### config.mk
export PLATFORM = sky130hd
export DESIGN_NAME = flash_cmd_decoder
export DESIGN_NICKNAME = d
export VERILOG_FILES = /design/src/rtl/fcd_pkg.sv /design/src/rtl/fcd_opcode_dec.sv /design/src/rtl/fcd_boot_guard.sv /design/src/rtl/fcd_req_slot.sv /design/src/rtl/flash_cmd_decoder.sv
export SDC_FILE = /design/constraint.sdc
export NUM_CORES = 1
export LEC_CHECK = 0
export CAP_MARGIN = 20
export CORE_MARGIN = 4
export CORE_UTILIZATION = 50
export CTS_CLUSTER_SIZE = 20
export DETAILED_ROUTE_END_ITERATION = 10
export PLACE_DENSITY = 0.85
export SLEW_MARGIN = 0
export SYNTH_ARGS = -nofsm -noshare
export SYNTH_HDL_FRONTEND = slang
export SYNTH_SLANG_ARGS = --single-unit
### constraint.sdc
create_clock -name clk -period 3.5 [get_ports clk]
set_clock_uncertainty 0.2 [all_clocks]
set_input_delay 0.35 -clock clk [delete_from_list [all_inputs] [get_ports clk]]
set_output_delay 0.35 -clock clk [all_outputs]
set_load 0.01 [all_outputs]
### src/rtl/fcd_pkg.sv
package fcd_pkg;

  typedef enum logic [1:0] {
    RD_ARRAY  = 2'd0,
    RD_IDENT  = 2'd1,
    RD_STATUS = 2'd2
  } rd_mode_e;

  typedef enum logic [1:0] {
    SQ_IDLE      = 2'd0,
    SQ_ERASE_ARM = 2'd1,
    SQ_PROG_ARM  = 2'd2
  } seq_state_e;

  typedef enum logic [3:0] {
    OP_NONE,
    OP_RD_ARRAY,
    OP_RD_IDENT,
    OP_RD_STATUS,
    OP_CLR_STATUS,
    OP_ERASE_SETUP,
    OP_PROG_SETUP,
    OP_SUSPEND,
    OP_CONFIRM
  } op_e;

  localparam logic KIND_ERASE = 1'b0;
  localparam logic KIND_PROG  = 1'b1;

endpackage

### src/rtl/fcd_opcode_dec.sv
module fcd_opcode_dec
  import fcd_pkg::*;
(
  input  logic [7:0] code,
  output op_e        op
);
  always_comb begin
    case (code)
      8'hFF:        op = OP_RD_ARRAY;
      8'h90:        op = OP_RD_IDENT;
      8'h70:        op = OP_RD_STATUS;
      8'h50:        op = OP_CLR_STATUS;
      8'h20:        op = OP_ERASE_SETUP;
      8'h40, 8'h10: op = OP_PROG_SETUP;
      8'hB0:        op = OP_SUSPEND;
      8'hD0:        op = OP_CONFIRM;
      default:      op = OP_NONE;
    endcase
  end
endmodule

### src/rtl/fcd_boot_guard.sv
module fcd_boot_guard #(
  parameter int BLK_W    = 7,
  parameter int BOOT_BLK = 0
) (
  input  logic [BLK_W-1:0] blk,
  input  logic             wp_hi,
  input  logic             rp_hv,
  output logic             deny
);
  localparam logic [BLK_W-1:0] BOOT_ID = BLK_W'(BOOT_BLK);

  always_comb deny = (blk == BOOT_ID) && !(wp_hi || rp_hv);
endmodule

### src/rtl/fcd_req_slot.sv
module fcd_req_slot #(
  parameter int ADDR_W = 19,
  parameter int DATA_W = 8
) (
  input  logic              clk,
  input  logic              rst_n,
  input  logic              load,
  input  logic              kind_in,
  input  logic [ADDR_W-1:0] addr_in,
  input  logic [DATA_W-1:0] data_in,
  input  logic              req_ready,
  output logic              req_valid,
  output logic              req_kind,
  output logic [ADDR_W-1:0] req_addr,
  output logic [DATA_W-1:0] req_data,
  output logic              free
);
  always_comb free = !req_valid || req_ready;

  always_ff @(posedge clk) begin
    if (!rst_n) begin
      req_valid <= 1'b0;
      req_kind  <= 1'b0;
      req_addr  <= '0;
      req_data  <= '0;
    end else if (load) begin
      req_valid <= 1'b1;
      req_kind  <= kind_in;
      req_addr  <= addr_in;
      req_data  <= data_in;
    end else if (req_ready) begin
      req_valid <= 1'b0;
    end
  end

  // a held job keeps its payload until the engine takes it
  assert_req_hold_R11: assert property (@(posedge clk) disable iff (!rst_n)
    (req_valid && !req_ready) |=> (req_valid && $stable(req_addr) &&
                                   $stable(req_data) && $stable(req_kind)));
endmodule

### src/rtl/flash_cmd_decoder.sv
module flash_cmd_decoder
  import fcd_pkg::*;
#(
  parameter int ADDR_W   = 19,
  parameter int DATA_W   = 8,
  parameter int BLK_LO   = 12,
  parameter int BLK_W    = 7,
  parameter int BOOT_BLK = 0
) (
  input  logic              clk,
  input  logic              rst_n,
  input  logic              cmd_valid,
  output logic              cmd_ready,
  input  logic [ADDR_W-1:0] cmd_addr,
  input  logic [DATA_W-1:0] cmd_data,
  input  logic              wp_hi,
  input  logic              rp_hv,
  input  logic              eng_busy,
  output logic              req_valid,
  input  logic              req_ready,
  output logic              req_kind,
  output logic [ADDR_W-1:0] req_addr,
  output logic [DATA_W-1:0] req_data,
  output logic [1:0]        rd_mode,
  output logic [2:0]        status_flags,
  output logic              susp_pulse,
  output logic              resume_pulse
);
  localparam int BLK_HI = BLK_LO + BLK_W - 1;

  seq_state_e       state_q, state_n;
  rd_mode_e         mode_q, mode_n;
  logic             seq_q, seq_n, prot_q, prot_n, susp_q, susp_n;
  logic             sp_q, sp_n, rs_q, rs_n;
  logic [BLK_W-1:0] arm_q, arm_n;
  logic [BLK_W-1:0] blk;
  logic             accept, deny, launch, l_kind, slot_free;
  op_e              op;

  assign blk = cmd_addr[BLK_HI:BLK_LO];

  fcd_opcode_dec u_dec (.code(cmd_data[7:0]), .op(op));

  fcd_boot_guard #(.BLK_W(BLK_W), .BOOT_BLK(BOOT_BLK)) u_guard (
    .blk(blk), .wp_hi(wp_hi), .rp_hv(rp_hv), .deny(deny));

  fcd_req_slot #(.ADDR_W(ADDR_W), .DATA_W(DATA_W)) u_slot (
    .clk(clk), .rst_n(rst_n), .load(launch), .kind_in(l_kind),
    .addr_in(cmd_addr), .data_in(cmd_data), .req_ready(req_ready),
    .req_valid(req_valid), .req_kind(req_kind), .req_addr(req_addr),
    .req_data(req_data), .free(slot_free));

  assign cmd_ready = slot_free;
  assign accept    = cmd_valid && cmd_ready;

  always_comb begin
    state_n = state_q;
    mode_n  = mode_q;
    seq_n   = seq_q;
    prot_n  = prot_q;
    susp_n  = susp_q;
    arm_n   = arm_q;
    sp_n    = 1'b0;
    rs_n    = 1'b0;
    launch  = 1'b0;
    l_kind  = KIND_ERASE;
    if (accept) begin
      case (state_q)
        SQ_ERASE_ARM: begin
          state_n = SQ_IDLE;
          mode_n  = RD_STATUS;
          if (op == OP_CONFIRM && blk == arm_q) begin
            if (deny) prot_n = 1'b1;
            else      launch = 1'b1;
          end else begin
            seq_n = 1'b1;
          end
        end
        SQ_PROG_ARM: begin
          state_n = SQ_IDLE;
          mode_n  = RD_STATUS;
          l_kind  = KIND_PROG;
          if (deny) prot_n = 1'b1;
          else      launch = 1'b1;
        end
        default: begin
          case (op)
            OP_RD_ARRAY:   mode_n = RD_ARRAY;
            OP_RD_IDENT:   mode_n = RD_IDENT;
            OP_RD_STATUS:  mode_n = RD_STATUS;
            OP_CLR_STATUS: begin
              seq_n  = 1'b0;
              prot_n = 1'b0;
            end
            OP_ERASE_SETUP: begin
              state_n = SQ_ERASE_ARM;
              arm_n   = blk;
              mode_n  = RD_STATUS;
            end
            OP_PROG_SETUP: begin
              state_n = SQ_PROG_ARM;
              mode_n  = RD_STATUS;
            end
            OP_SUSPEND: begin
              mode_n = RD_STATUS;
              if (eng_busy && !susp_q) begin
                susp_n = 1'b1;
                sp_n   = 1'b1;
              end
            end
            OP_CONFIRM: begin
              if (susp_q) begin
                susp_n = 1'b0;
                rs_n   = 1'b1;
                mode_n = RD_STATUS;
              end
            end
            default: ;
          endcase
        end
      endcase
    end
  end

  always_ff @(posedge clk) begin
    if (!rst_n) begin
      state_q <= SQ_IDLE;
      mode_q  <= RD_ARRAY;
      seq_q   <= 1'b0;
      prot_q  <= 1'b0;
      susp_q  <= 1'b0;
      sp_q    <= 1'b0;
      rs_q    <= 1'b0;
      arm_q   <= '0;
    end else begin
      state_q <= state_n;
      mode_q  <= mode_n;
      seq_q   <= seq_n;
      prot_q  <= prot_n;
      susp_q  <= susp_n;
      sp_q    <= sp_n;
      rs_q    <= rs_n;
      arm_q   <= arm_n;
    end
  end

  assign rd_mode      = mode_q;
  assign status_flags = {susp_q, prot_q, seq_q};
  assign susp_pulse   = sp_q;
  assign resume_pulse = rs_q;

  // a freshly issued job always leaves the interface in status read
  assert_launch_status_R5: assert property (@(posedge clk) disable iff (!rst_n)
    $rose(req_valid) |-> (rd_mode == RD_STATUS));

  // a refusal and an issued job never come out of the same cycle
  assert_deny_no_job_R8: assert property (@(posedge clk) disable iff (!rst_n)
    $rose(status_flags[1]) |-> !$rose(req_valid));

  // the suspend pulse coincides with the suspended flag
  assert_susp_flag_R9: assert property (@(posedge clk) disable iff (!rst_n)
    susp_pulse |-> (status_flags[2] && !resume_pulse));

  // the resume pulse coincides with the flag dropping
  assert_resume_flag_R10: assert property (@(posedge clk) disable iff (!rst_n)
    resume_pulse |-> (!status_flags[2] && $past(status_flags[2])));

  // a stalled write cycle changes no interface state
  assert_stall_hold_R11: assert property (@(posedge clk) disable iff (!rst_n)
    (cmd_valid && !cmd_ready) |=> ($stable(state_q) && $stable(rd_mode) &&
                                   $stable(status_flags)));
endmodule

# Word level (Yosys, flattened, before mapping)
# Index checks and enable logic that the tools add are counted.
[word_totals]
register_bits = 45
inputBits = 34
out_inout_bits = 37
wordCells = 93
[op_classes]
eq_ne = 24
n_mux = 24
bitwise_logic = 6
n_reduce_logical = 27
[op_table]
columns = ["operator", "count"]
rows = [
  ["$eq 8x8->1 const B", 4],
  ["$pmux 4 s8", 1],
  ["$eq 8x7->1 const B", 3],
  ["$eq 4x3->1 const B", 4],
  ["$mux 1", 14],
  ["$reduce_or 5->1", 2],
  ["$reduce_and 3->1", 3],
  ["$eq 4x2->1 const B", 2],
  ["$eq 8x5->1 const B", 1],
  ["$eq 8x6->1 const B", 1],
  ["$pmux 1 s2", 4],
  ["$pmux 2 s4", 1],
  ["$reduce_and 4->1", 2],
  ["$eq 7x7->1", 1],
  ["$logic_not 7->1", 1],
  ["$mux 2", 3],
  ["$ne 2x2->1 const B", 3],
  ["$not 1->1", 6],
  ["$reduce_bool 2->1", 3],
  ["$reduce_bool 3->1", 2],
  ["$reduce_bool 5->1", 1],
  ["$eq 4x1->1 const B", 1],
  ["$eq 4x4->1 const B", 1],
  ["$logic_and 1x1->1", 4],
  ["9 further kinds", 13],
]

# Depth between registers and ports, before layout
[logic_depth]
word_depth = 9
mapped_depth = 8
ltp_nobuf = 6

# Cells and area by module
# Synthesis repeated with hierarchy kept, for this count alone.
[hier_totals]
hier_cells = 235
hier_area_um2 = 2268.4
[modules_own_cells]
columns = ["mod", "n_inst", "cells_each", "area_per_inst_um2", "seq_area_each_um2"]
rows = [
  ["fcd_req_slot", 1, 94, 1104.8, 580.6],
  ["flash_cmd_decoder", 1, 113, 977.2, 320.3],
  ["fcd_opcode_dec", 1, 25, 160.2, 0.0],
  ["fcd_boot_guard", 1, 3, 26.3, 0.0],
]

# Worst setup path after synthesis
# Ideal clock, no wire load.
[synth_timing]
path_type = "register to register"
startpoint = "reg state_q[0]"
endpoint = "reg u_slot.req_addr[10]"
setup_time_ns = 0.118
t_arrival_ns = 1.868
required_ns = 3.182
slack_ns = 1.314
path_stages_with_launch = 9
path_buffers = 3
period_less_slack_ns = 2.186
path_cell_list = "dfxtp_1 -> inv_1 -> ha_1 -> clkbuf_1 -> or4b_1 -> o31a_1 -> buf_6 -> buf_12 -> mux2i_1"
[synth_between]
elab_chain_len = 3
word_cells_on_any_way = 4
classes_between = "2 x eq/ne; 2 x mux"
[synth_rtl]
columns = ["item", "line_no", "rtl"]
rows = [
  ["start, declared", "flash_cmd_decoder.sv:31", "seq_state_e state_q, state_n;"],
  ["start signal, assigned", "flash_cmd_decoder.sv:136", "state_q <= state_n;"],
  ["$eq 2x2->1 / $eq 2x1->1 (equally long branches)", "flash_cmd_decoder.sv:68", "case (state_q)"],
  ["$pmux 1 s2 (*)", "flash_cmd_decoder.sv:68", ""],
  ["$mux 1 (*)", "flash_cmd_decoder.sv:67", "if (accept) begin"],
  ["end signal, assigned", "fcd_req_slot.sv:29", "req_addr <= addr_in;"],
  ["end, declared", "fcd_req_slot.sv:14", "output logic [ADDR_W-1:0] req_addr,"],
]
# Mark *: on every way between the ends. The rest lies on a longest branch, timed or not.
# A chain may end at the register's enable or synchronous reset.

# Final worst setup path
[layout_timing]
startpoint = "in cmd_addr[14]"
endpoint = "reg u_slot.req_addr[5]"
[layout_between]
elab_chain_len = 6
word_cells_on_any_way = 8
classes_between = "1 x eq/ne; 4 x mux; 3 x reduce/logical"
[layout_rtl]
columns = ["item", "line_no", "rtl"]
rows = [
  ["start, declared", "flash_cmd_decoder.sv:14", "input logic [ADDR_W-1:0] cmd_addr,"],
  ["$logic_not 7->1", "fcd_boot_guard.sv:12", "always_comb deny = (blk == BOOT_ID) && !(wp_hi || rp_hv);"],
  ["$logic_and 1x1->1", "fcd_boot_guard.sv:12", ""],
  ["$mux 1", "flash_cmd_decoder.sv:73, flash_cmd_decoder.sv:83", ""],
  ["$mux 1", "flash_cmd_decoder.sv:72", "if (op == OP_CONFIRM && blk == arm_q) begin"],
  ["$pmux 1 s2 (*)", "flash_cmd_decoder.sv:68", ""],
  ["$mux 1 (*)", "flash_cmd_decoder.sv:67", ""],
]
# Marks and branches as above.

==> metrics.md <==
| Metric | Value |
|---|---|
| Sw power | `232 uW` |
| Slowest CP cell | `or4_4` |
| CTS root buf | `clkbuf_8` |
| Initial antenna violation count | `0` |
| Static leakage | `1.24 nW` |
| CP required | `3530 ps` |
| P&R area growth vs syn | `34.1%` |
| Crit path buf inv count | `2` |
| Crit path DAT | `2560 ps` |
| Max Cap Viol | `0` |
| Worst setup path class | `input pin to flop` |
| Iteration-0 DRC Markers | `135` |
| PortBufs | `70` |
| Max clock buf depth | `2` |
| Total Power Consumption | `937 uW` |
| Post-placement cell area | `2890 um^2` |
| Mean area per synthesized cell | `9.04 um^2` |
| Placer Congestion | `0.751` |
| Ports | `71` |
| Starting density of the core | `53.7%` |
| Sw frac | `24.8%` |
| Post-Route WL | `4950 um` |
| Row count | `23` |
| Global-route wire length before repair | `8020 um` |
| Via/cell ratio | `5.18` |
| Post-route DRC | `0` |
| #FFs+latches synth | `45` |
| Sequential share of the synthesized area | `40.5%` |
| Vias post-DR | `1,864` |
| P_int | `704 uW` |
| Finished Layout Cells | `360` |
| CP Launch Type | `input pin` |
| Area of the core | `4140 um^2` |
| Ant diodes | `0` |
| Synth cell types | `43` |
| Most frequent cell after synthesis | `nand2_1` |
| Fillers | `336` |
| Final #Nets | `345` |
| Synth Cell Area | `2220 um^2` |
| Crit-path max cell delay | `570 ps` |
| DPL Wire Length | `3660 um` |
| CTS tree | `built` |
| Primary FF master, synth | `dfxtp_1` |
| Power share of the combinational group | `10.6%` |
| Resized cells post-CTS | `0` |
| DR pass1 iterations | `4` |
| Util after Layout | `72.0%` |
| Crit-path cells | `clkdlybuf4s50_1 > or4_4 > nor4_4 > or4b_1 > o31a_2 > buf_4 > mux2i_1` |
| Worst setup margin | `967 ps` |
| Kind of cell adding the most delay to the critical path | `simple AND/OR/NAND/NOR gates` |
| Worst Setup End Kind | `flop` |
| Worst-Margin Slew | `654 ps` |
| Critical-path maximum fanout | `18` |
| Grt ovf | `0` |
| Clk_lat worst skew | `300 ps` |
| Min-Delay Path Class | `flop to flop` |
| Setup TNS | `0 ps` |
| Max-slew headroom | `56.1%` |
| Area share of the largest cell type after synthesis | `40.5%` |
| Worst Hold Slack | `259 ps` |
| Clock Power Share | `34.7%` |
| Final Slew Violations | `0` |
| Die height | `74.7 um` |
| Synth Warn # | `0` |
| Cells after synthesis | `246` |
| Asr flop ratio synth | `0%` |
| Final worst-path cycle share | `72.4%` |
| Top cells by count, synth | `nand2_1, dfxtp_1, mux2i_1` |
| Fmax achieved | `395 MHz` |
| Outcome | `finished clean` |
| Die width | `74.7 um` |
| Routed length per instance | `13.7 um` |
| Syn Nets | `282` |
| # setup viols final | `0` |
| Pin count of the biggest net entering global routing | `42` |
| Placed cells | `352` |
| Maximum VDD drop | `0.250 mV` |
| Ratio of cells with drive above 1 in the final layout | `7.10%` |
| Post-CTS setup buffer count | `0` |
| Total track usage | `18.5%` |
| CTS Buf Count | `5` |
| Share of power burned in registers | `54.7%` |
| Antenna viol nets, final | `0` |
| PwrDens | `314 nW/um^2` |
| RSZ-0062 raised after global routing | `no` |
| H-tree levels | `2` |
| Pre-CTS setup slack | `656 ps` |
| Number of synthesized flops with an enable pin | `0` |
| Clock Pin Slew Worst Setup and Hold Paths | `80 ps` |
| Synth top area cells | `dfxtp_1, mux2i_1, nand2_1` |
| Final instance area | `2980 um^2` |
| Final Hold Fails | `0` |
| Synth area leader | `dfxtp_1` |
| # hold bufs at CTS | `0` |
| DIE AREA | `5580 um^2` |
| Vias in the first global route | `1,733` |
| Tmin final | `2530 ps` |
| CTS Sinks | `45` |
[metal layers]
layer / global-route usage [%] / vias up / part of all wire (%)
li1: - / 956 / -
met1: 24.3 / 858 / 45
met2: 30.5 / 46 / 50
met3: 4.54 / 4 / 5.1
met4: 4.55 / 0 / 0.65
met5: 0 / - / 0
[layout by cell type (no fill, tap or decap), types with 3 or more instances in the layout]
| cell type | n |
|---|---|
| nor2_1 | 3 |
| nand3_1 | 4 |
| inv_1 | 5 |
| a21oi_1 | 3 |
| nor4_4 | 3 |
| xor2_1 | 9 |
| clkdlybuf4s50_1 | 69 |
| nand2_1 | 64 |
| o21ai_0 | 6 |
| clkbuf_8 | 5 |
| nand4_1 | 4 |
| nor3_1 | 4 |
| mux2i_1 | 35 |
| dfxtp_1 | 45 |
| nor2b_1 | 9 |
| nand2b_1 | 3 |
| buf_4 | 4 |
[cells by family (layout without fill, tap and decap cells)]
logic type / count (synthesis) / count (layout) / share of synthesized area [%]
xor gates and xnor gates: 10 / 10 / 3.94
buffers and inverters: 23 / 87 / 6.24
DFF: 45 / 45 / 40.5
muxes: 35 / 35 / 15.7
and+or+nand+nor: 109 / 109 / 25.9
AOI/OAI and AO/OA: 22 / 22 / 6.52
adders and majority gates: 2 / 2 / 1.12
[flip-flops by register name, indices dropped and copies added (netlist names)]
register,count
u_slot.req_addr,19
u_slot.req_data,8
arm_q,7
rd_mode,2
state_q,2
prot_q,1
resume_pulse,1
seq_q,1
susp_pulse,1
susp_q,1
u_slot.req_kind,1
u_slot.req_valid,1
[power by group through the flow]
stage,Sequential (mW),Clock (mW),Combinational (mW)
3_3_place_gp,0.524,0,0.0970
4_1_cts,0.512,0.334,0.0992
2_1_floorplan,0.524,0,0.0455
5_1_grt,0.512,0.357,0.109
6_report,0.512,0.325,0.0991
3_5_place_dp,0.524,0,0.0981
[worst paths after layout]
| check | start | cells past startpoint | endpoint | slack, ps |
|---|---|---|---|---|
| worst max-delay path | cmd_addr[14] | 7 | u_slot.req_addr[5] | 970 |
| worst min-delay path | u_slot.req_data[6] | 2 | u_slot.req_data[6] | 260 |
| worst max register to register | state_q[0] | 6 | arm_q[2] | 1160 |
| worst min register to register | u_slot.req_data[6] | 2 | u_slot.req_data[6] | 260 |
[final cells by class]
class	count	area, um^2	share of cell area (%)
tap	50	62.6	2.10
multi-input combinational	178	1190	39.7
clock inverter	3	21.3	0.713
clock buffer	5	68.8	2.31
sequential	45	901	30.2
inverter	5	18.8	0.629
timing repair buffer	74	726	24.3
[worst reg2reg max path: stages (launching register included)]
cell	delay (ps)
dfxtp_1	370
inv_1	60
ha_1	430
nand3_1	290
nor4_4	560
mux2i_1	270
nor2b_1	70
Power figures use the tool's default switching activity.
